[config.mk]
export PLATFORM = sky130hd
export DESIGN_NAME = adc_rd_ctrl
export DESIGN_NICKNAME = d
export VERILOG_FILES = /design/src/rtl/adc_rd_pkg.sv /design/src/rtl/adc_rd_tmr.sv /design/src/rtl/adc_rd_shift.sv /design/src/rtl/adc_rd_ctrl.sv
export SDC_FILE = /design/constraint.sdc
export NUM_CORES = 1
export LEC_CHECK = 0
export BUFFER_PORTS_ARGS = -buffer_cell sky130_fd_sc_hd__buf_2
export CAP_MARGIN = 20
export CELL_PAD_IN_SITES_DETAIL_PLACEMENT = 1
export CELL_PAD_IN_SITES_GLOBAL_PLACEMENT = 2
export CORE_MARGIN = 3
export CORE_UTILIZATION = 38
export CTS_CLUSTER_SIZE = 10
export DETAILED_ROUTE_END_ITERATION = 12
export GPL_ROUTABILITY_DRIVEN = 0
export PLACE_DENSITY_LB_ADDON = 0.1
export RECOVER_POWER = 100
export SYNTH_ARGS = -nofsm -noshare
export SYNTH_HDL_FRONTEND = slang
export SYNTH_SLANG_ARGS = --single-unit
[constraint.sdc]
create_clock -name clk_i -period 2.6 [get_ports clk_i]
set_input_delay 0.13 -clock clk_i [delete_from_list [all_inputs] [get_ports clk_i]]
set_output_delay 0.13 -clock clk_i [all_outputs]
set_load 0.05 [all_outputs]
[src/rtl/adc_rd_pkg.sv]
package adc_rd_pkg;

  typedef enum logic [2:0] {
    RD_IDLE,
    RD_CONV,
    RD_SETUP,
    RD_SCKH,
    RD_SCKL,
    RD_ACQ
  } rd_state_t;

  function automatic int max_of(input int a, input int b);
    return (a > b) ? a : b;
  endfunction

endpackage

[src/rtl/adc_rd_tmr.sv]
module adc_rd_tmr #(
  parameter int W = 8
) (
  input  logic         clk_i,
  input  logic         rst_ni,
  input  logic         ld_i,
  input  logic [W-1:0] val_i,
  output logic         zero_o
);

  logic [W-1:0] cnt_q;

  always_ff @(posedge clk_i or negedge rst_ni) begin
    if (!rst_ni) begin
      cnt_q <= '0;
    end else if (ld_i) begin
      cnt_q <= val_i;
    end else if (cnt_q != '0) begin
      cnt_q <= cnt_q - 1'b1;
    end
  end

  assign zero_o = (cnt_q == '0);

endmodule

[src/rtl/adc_rd_shift.sv]
module adc_rd_shift #(
  parameter int W = 16
) (
  input  logic         clk_i,
  input  logic         rst_ni,
  input  logic         clr_i,
  input  logic         en_i,
  input  logic         bit_i,
  output logic         last_o,
  output logic [W-1:0] word_o
);

  localparam int CW = $clog2(W);

  logic [W-2:0] sh_q;
  logic [CW-1:0] cnt_q;

  always_ff @(posedge clk_i or negedge rst_ni) begin
    if (!rst_ni) begin
      sh_q  <= '0;
      cnt_q <= '0;
    end else if (clr_i) begin
      sh_q  <= '0;
      cnt_q <= '0;
    end else if (en_i) begin
      sh_q  <= word_o[W-2:0];
      cnt_q <= cnt_q + 1'b1;
    end
  end

  assign last_o = (cnt_q == CW'(W - 1));
  assign word_o = {sh_q, bit_i};

endmodule

[src/rtl/adc_rd_ctrl.sv]
module adc_rd_ctrl #(
  parameter int DATA_W     = 16,
  parameter int CONV_CYC   = 71,
  parameter int SETUP_CYC  = 2,
  parameter int SCK_HI_CYC = 2,
  parameter int SCK_LO_CYC = 2,
  parameter int ACQ_CYC    = 29
) (
  input  logic              clk_i,
  input  logic              rst_ni,
  input  logic              start_i,
  input  logic              auto_i,
  output logic              cnv_o,
  output logic              sck_o,
  input  logic              sdo_i,
  output logic              busy_o,
  output logic              res_valid_o,
  input  logic              res_ready_i,
  output logic [DATA_W-1:0] res_data_o
);
  import adc_rd_pkg::*;

  localparam int T_MAX = max_of(max_of(CONV_CYC, SETUP_CYC),
                                max_of(max_of(SCK_HI_CYC, SCK_LO_CYC), ACQ_CYC));
  localparam int TW = $clog2(T_MAX + 1);

  rd_state_t         state_q, state_d;
  logic              cnv_q, cnv_d, sck_q, sck_d;
  logic              tmr_ld, tmr_zero;
  logic [TW-1:0]     tmr_val;
  logic              sh_en, sh_clr, sh_last, fin;
  logic [DATA_W-1:0] sh_word;
  logic              valid_q;
  logic [DATA_W-1:0] data_q;

  adc_rd_tmr #(.W(TW)) u_tmr (
    .clk_i  (clk_i),
    .rst_ni (rst_ni),
    .ld_i   (tmr_ld),
    .val_i  (tmr_val),
    .zero_o (tmr_zero)
  );

  adc_rd_shift #(.W(DATA_W)) u_shift (
    .clk_i  (clk_i),
    .rst_ni (rst_ni),
    .clr_i  (sh_clr),
    .en_i   (sh_en),
    .bit_i  (sdo_i),
    .last_o (sh_last),
    .word_o (sh_word)
  );

  always_comb begin
    state_d = state_q;
    cnv_d   = cnv_q;
    sck_d   = sck_q;
    tmr_ld  = 1'b0;
    tmr_val = '0;
    sh_en   = 1'b0;
    sh_clr  = 1'b0;
    fin     = 1'b0;
    case (state_q)
      RD_IDLE: begin
        if ((start_i || auto_i) && !valid_q) begin
          state_d = RD_CONV;
          cnv_d   = 1'b1;
          tmr_ld  = 1'b1;
          tmr_val = TW'(CONV_CYC - 1);
          sh_clr  = 1'b1;
        end
      end
      RD_CONV: begin
        if (tmr_zero) begin
          state_d = RD_SETUP;
          cnv_d   = 1'b0;
          tmr_ld  = 1'b1;
          tmr_val = TW'(SETUP_CYC - 1);
        end
      end
      RD_SETUP: begin
        if (tmr_zero) begin
          state_d = RD_SCKH;
          sck_d   = 1'b1;
          tmr_ld  = 1'b1;
          tmr_val = TW'(SCK_HI_CYC - 1);
        end
      end
      RD_SCKH: begin
        if (tmr_zero) begin
          sck_d  = 1'b0;
          sh_en  = 1'b1;
          tmr_ld = 1'b1;
          if (sh_last) begin
            fin     = 1'b1;
            state_d = RD_ACQ;
            tmr_val = TW'(ACQ_CYC - 1);
          end else begin
            state_d = RD_SCKL;
            tmr_val = TW'(SCK_LO_CYC - 1);
          end
        end
      end
      RD_SCKL: begin
        if (tmr_zero) begin
          state_d = RD_SCKH;
          sck_d   = 1'b1;
          tmr_ld  = 1'b1;
          tmr_val = TW'(SCK_HI_CYC - 1);
        end
      end
      RD_ACQ: begin
        if (tmr_zero) begin
          state_d = RD_IDLE;
        end
      end
      default: state_d = RD_IDLE;
    endcase
  end

  always_ff @(posedge clk_i or negedge rst_ni) begin
    if (!rst_ni) begin
      state_q <= RD_IDLE;
      cnv_q   <= 1'b0;
      sck_q   <= 1'b0;
    end else begin
      state_q <= state_d;
      cnv_q   <= cnv_d;
      sck_q   <= sck_d;
    end
  end

  always_ff @(posedge clk_i or negedge rst_ni) begin
    if (!rst_ni) begin
      valid_q <= 1'b0;
      data_q  <= '0;
    end else if (fin) begin
      valid_q <= 1'b1;
      data_q  <= sh_word;
    end else if (res_ready_i) begin
      valid_q <= 1'b0;
    end
  end

  assign cnv_o       = cnv_q;
  assign sck_o       = sck_q;
  assign busy_o      = (state_q != RD_IDLE) || valid_q;
  assign res_valid_o = valid_q;
  assign res_data_o  = data_q;

endmodule

==> key figures <==
Outcome
  – Outcome: completed

Synthesis
  – Synth Flop Type: dfrtp_1
  – Mux contribution to synthesized area: 0.0923
  – Top cell type by total area after synthesis: dfrtp_1
  – Synth unique cells: 37
  – Synthesis Warnings: 0
  – Post-Synth Adder-Cell Area: 0.0121
  – Main combinational cell family by area after synthesis: compound AO/OA/AOI/OAI gates
  – Yosys reg bits: 48
  – Post-Syn Area: 2060 sq um
  – Ranking of synthesized cells by area: dfrtp_1 (58%), mux2_2 (8.7%), a22o_1 (6.8%)
  – Synth cell count leaders: dfrtp_1 (48), a22o_1 (16), mux2_2 (16)
  – Syn Area/Cell: 12.1 sq um
  – Register area share after synthesis: 0.583
  – Synth Net Count: 179
  – Post-Synth Simple-Gate Area: 0.0965
  – Most instantiated library cell after synthesis: dfrtp_1
  – Post-synth ARST share: 1.00
  – Compound-gate portion of the synthesized area: 0.155
  – Number of synthesized flops with an enable pin: 0
  – Share of Yosys cell area claimed by the top area cell type: 0.583
  – Synth Instances: 171
  – Synth Area in XOR/XNOR: 0.0298

Routing
  – Drt drc: 0
  – Via count: around 1400
  – Router iterations before antenna repair: 4
  – DRC marker count from the first detailed-route iteration: 66
  – Wirelength per Cell: 16.5 um
  – Vias per cell: 5.26
  – Routed wire length: 4.48 mm
  – Post-DRT Antenna Nets: 0

Clock tree
  – CTS clk-pin slew, worst paths: 0.08 ns
  – Post-cts sizing count: 0
  – Worst skew pair latency: 0.30 ns
  – Max clock buf depth: 2
  – Clock sinks: 48
  – Num CTS Buffers: 5
  – H-tree depth: 2
  – CTS tree: yes
  – CTS Root Cell: clkbuf_8

Layout
  – Nets: 209
  – Number of diodes: 0
  – Share of layout cells above drive strength 1: 0.163
  – Layout area overhead: 13.4%

Die
  – # IOs: 26
  – Core area: 5170 sq um
  – FP Rows: 26
  – Initial core utilization: 0.398
  – Die area: approximately 6300 sq um
  – Die Ht: between 70 and 80 um
  – Width of the die: 79.6 um

STA
  – Setup TNS: 0 ns
  – Final setup skew: 0.00465 ns
  – Tmin final: 2.28 ns
  – Fmax: between 400 and 500 MHz
  – Setup violation total in the final timing report: 0
  – Worst Max-Slew Pin Slew: 0.893 ns
  – Fin crit share: 0.878
  – Slew margin rel.: 0.405
  – Slew Limit Fails: 0
  – RSZ-0062 raised after global routing: no
  – Final Hold Fails: 0

Pwr
  – Total Power: 1.88 mW
  – Power Density: around 800 nW/um^2
  – VDD IR max: 0.000318 V
  – Leakage: 1.06 nW

GRT
  – Vias in the first global route: 1604
  – Antenna violations before repair: 0
  – GR Overflow Total: 0
  – Largest net degree at the start of global routing: 49
  – Aggregate global-route resource usage: 0.166
  – First-pass GRT wire length: about 8.1 mm

Setup path
  – Cell Chain, Critical Path: inv_1 -> ha_1 -> or3b_1 -> or3_1 -> a21o_1 -> a22o_1
  – Crit path max-delay cell type: or3b_1
  – Crit-path leading delay family: simple AND/OR/NAND/NOR gates
  – Arr. time, crit path: 2.47 ns
  – Worst Path Max Fanout: 16
  – Critical Path RT: 2.79 ns
  – Critical path launch point type: flip-flop
  – CP max stage delay: 0.45 ns
  – CP Buf/Inv Count: 1
  – Endpoint class of the critical path: flip-flop
  – FF-to-FF Start: u_tmr.cnt_q[0]$_DFFE_PN0P_
  – WS Path Type: reg2reg
  – Crit path launch: u_tmr.cnt_q[0]$_DFFE_PN0P_

Place
  – DP Wirelength: 3.17 mm
  – IO buf count: 25

Min path
  – Min-delay src: sdo_i
  – Hold WC Path Type: in2reg

Job
  – Maxcap violations: 0
## timing repair
action,CTS,global route
setup buffers,0,0
hold buffers,1,1
endpoints found under the hold margin,1,11
endpoints found under the setup margin,0,0
## per-stage QoR
step | utilization | instances | instance area, sq um | setup slack, ns | hold WS, ns
6_report | 0.452 | 272 | 2340 | 0.316 | 0.0903
5_1_grt | 0.452 | 272 | 2340 | 0.148 | 0.0937
4_1_cts | 0.456 | 270 | 2360 | 0.287 | 0.0562
3_5_place_dp | 0.436 | 261 | 2260 | 0.315 | 0.315
3_3_place_gp | 0.436 | 261 | 2260 | 0.396 | 0.307
2_1_floorplan | - | 171 | 2060 | 0.477 | -0.166
## worst paths after layout
path | end | slack (ns) | cells after the start
worst max register to register | u_shift.sh_q[2]$_DFFE_PN0P_ | 0.32 | 6
worst min-delay path | u_shift.sh_q[0]$_DFFE_PN0P_ | 0.09 | 2
max in group asynchronous | res_data_o[1]$_DFFE_PN0P_ | 0.95 | 3
worst min register to register | res_data_o[11]$_DFFE_PN0P_ | 0.51 | 1
min in group asynchronous | res_data_o[15]$_DFFE_PN0P_ | 0.36 | 2
worst max-delay path | u_shift.sh_q[2]$_DFFE_PN0P_ | 0.32 | 6
## where the power goes
part           internal [mW]  switching, mW
Sequential             0.844          0.122
Clock                  0.216          0.242
Combinational          0.181          0.270
Total                   1.24          0.634
## flip-flops by register name, summed over array words and instances (netlist names)
| register | flops |
|---|---|
| res_data_o | 16 |
| u_shift.sh_q | 15 |
| u_tmr.cnt_q | 7 |
| u_shift.cnt_q | 4 |
| state_q | 3 |
| cnv_o | 1 |
| res_valid_o | 1 |
| sck_o | 1 |
## cell usage in the layout (no fill, tap or decap), drive strengths merged, types with 3 or more instances in the layout
cell	count
nor2	13
mux2	16
a21oi	6
nand3	6
nand2	8
xnor2	7
buf	5
clkbuf	32
o21ai	6
a22o	16
dfrtp	48
nor3	3
o31ai	3
inv	4
## kinds of logic (layout without fill, tap and decap cells)
group | count (synthesis) | count (layout)
AO/OA/AOI/OAI | 43 | 43
multiplexers | 17 | 17
XOR/XNOR | 7 | 7
AND/OR/NAND/NOR | 40 | 40
flip-flops | 48 | 48
adder cells (fa/ha/maj) | 2 | 2
buffers and inverters | 14 | 45
## area by class of cell
type / count / area, sq um
clock inverter: 1 / 7.51
timing repair buffer: 32 / 144
clock buffer: 7 / 86.3
inverter: 5 / 18.8
multi-input combinational: 109 / 792
sequential: 48 / 1200
fill: 567 / 2840
tap: 70 / 87.6
## routing by layer
metal  vias up  track usage  share of wire
li1        675            -              -
met1       731        0.211           0.44
met2        18        0.277           0.51
met3         7       0.0350          0.027
met4         0       0.0636          0.016
met5         -            0              0
Power figures use the tool's default switching activity.
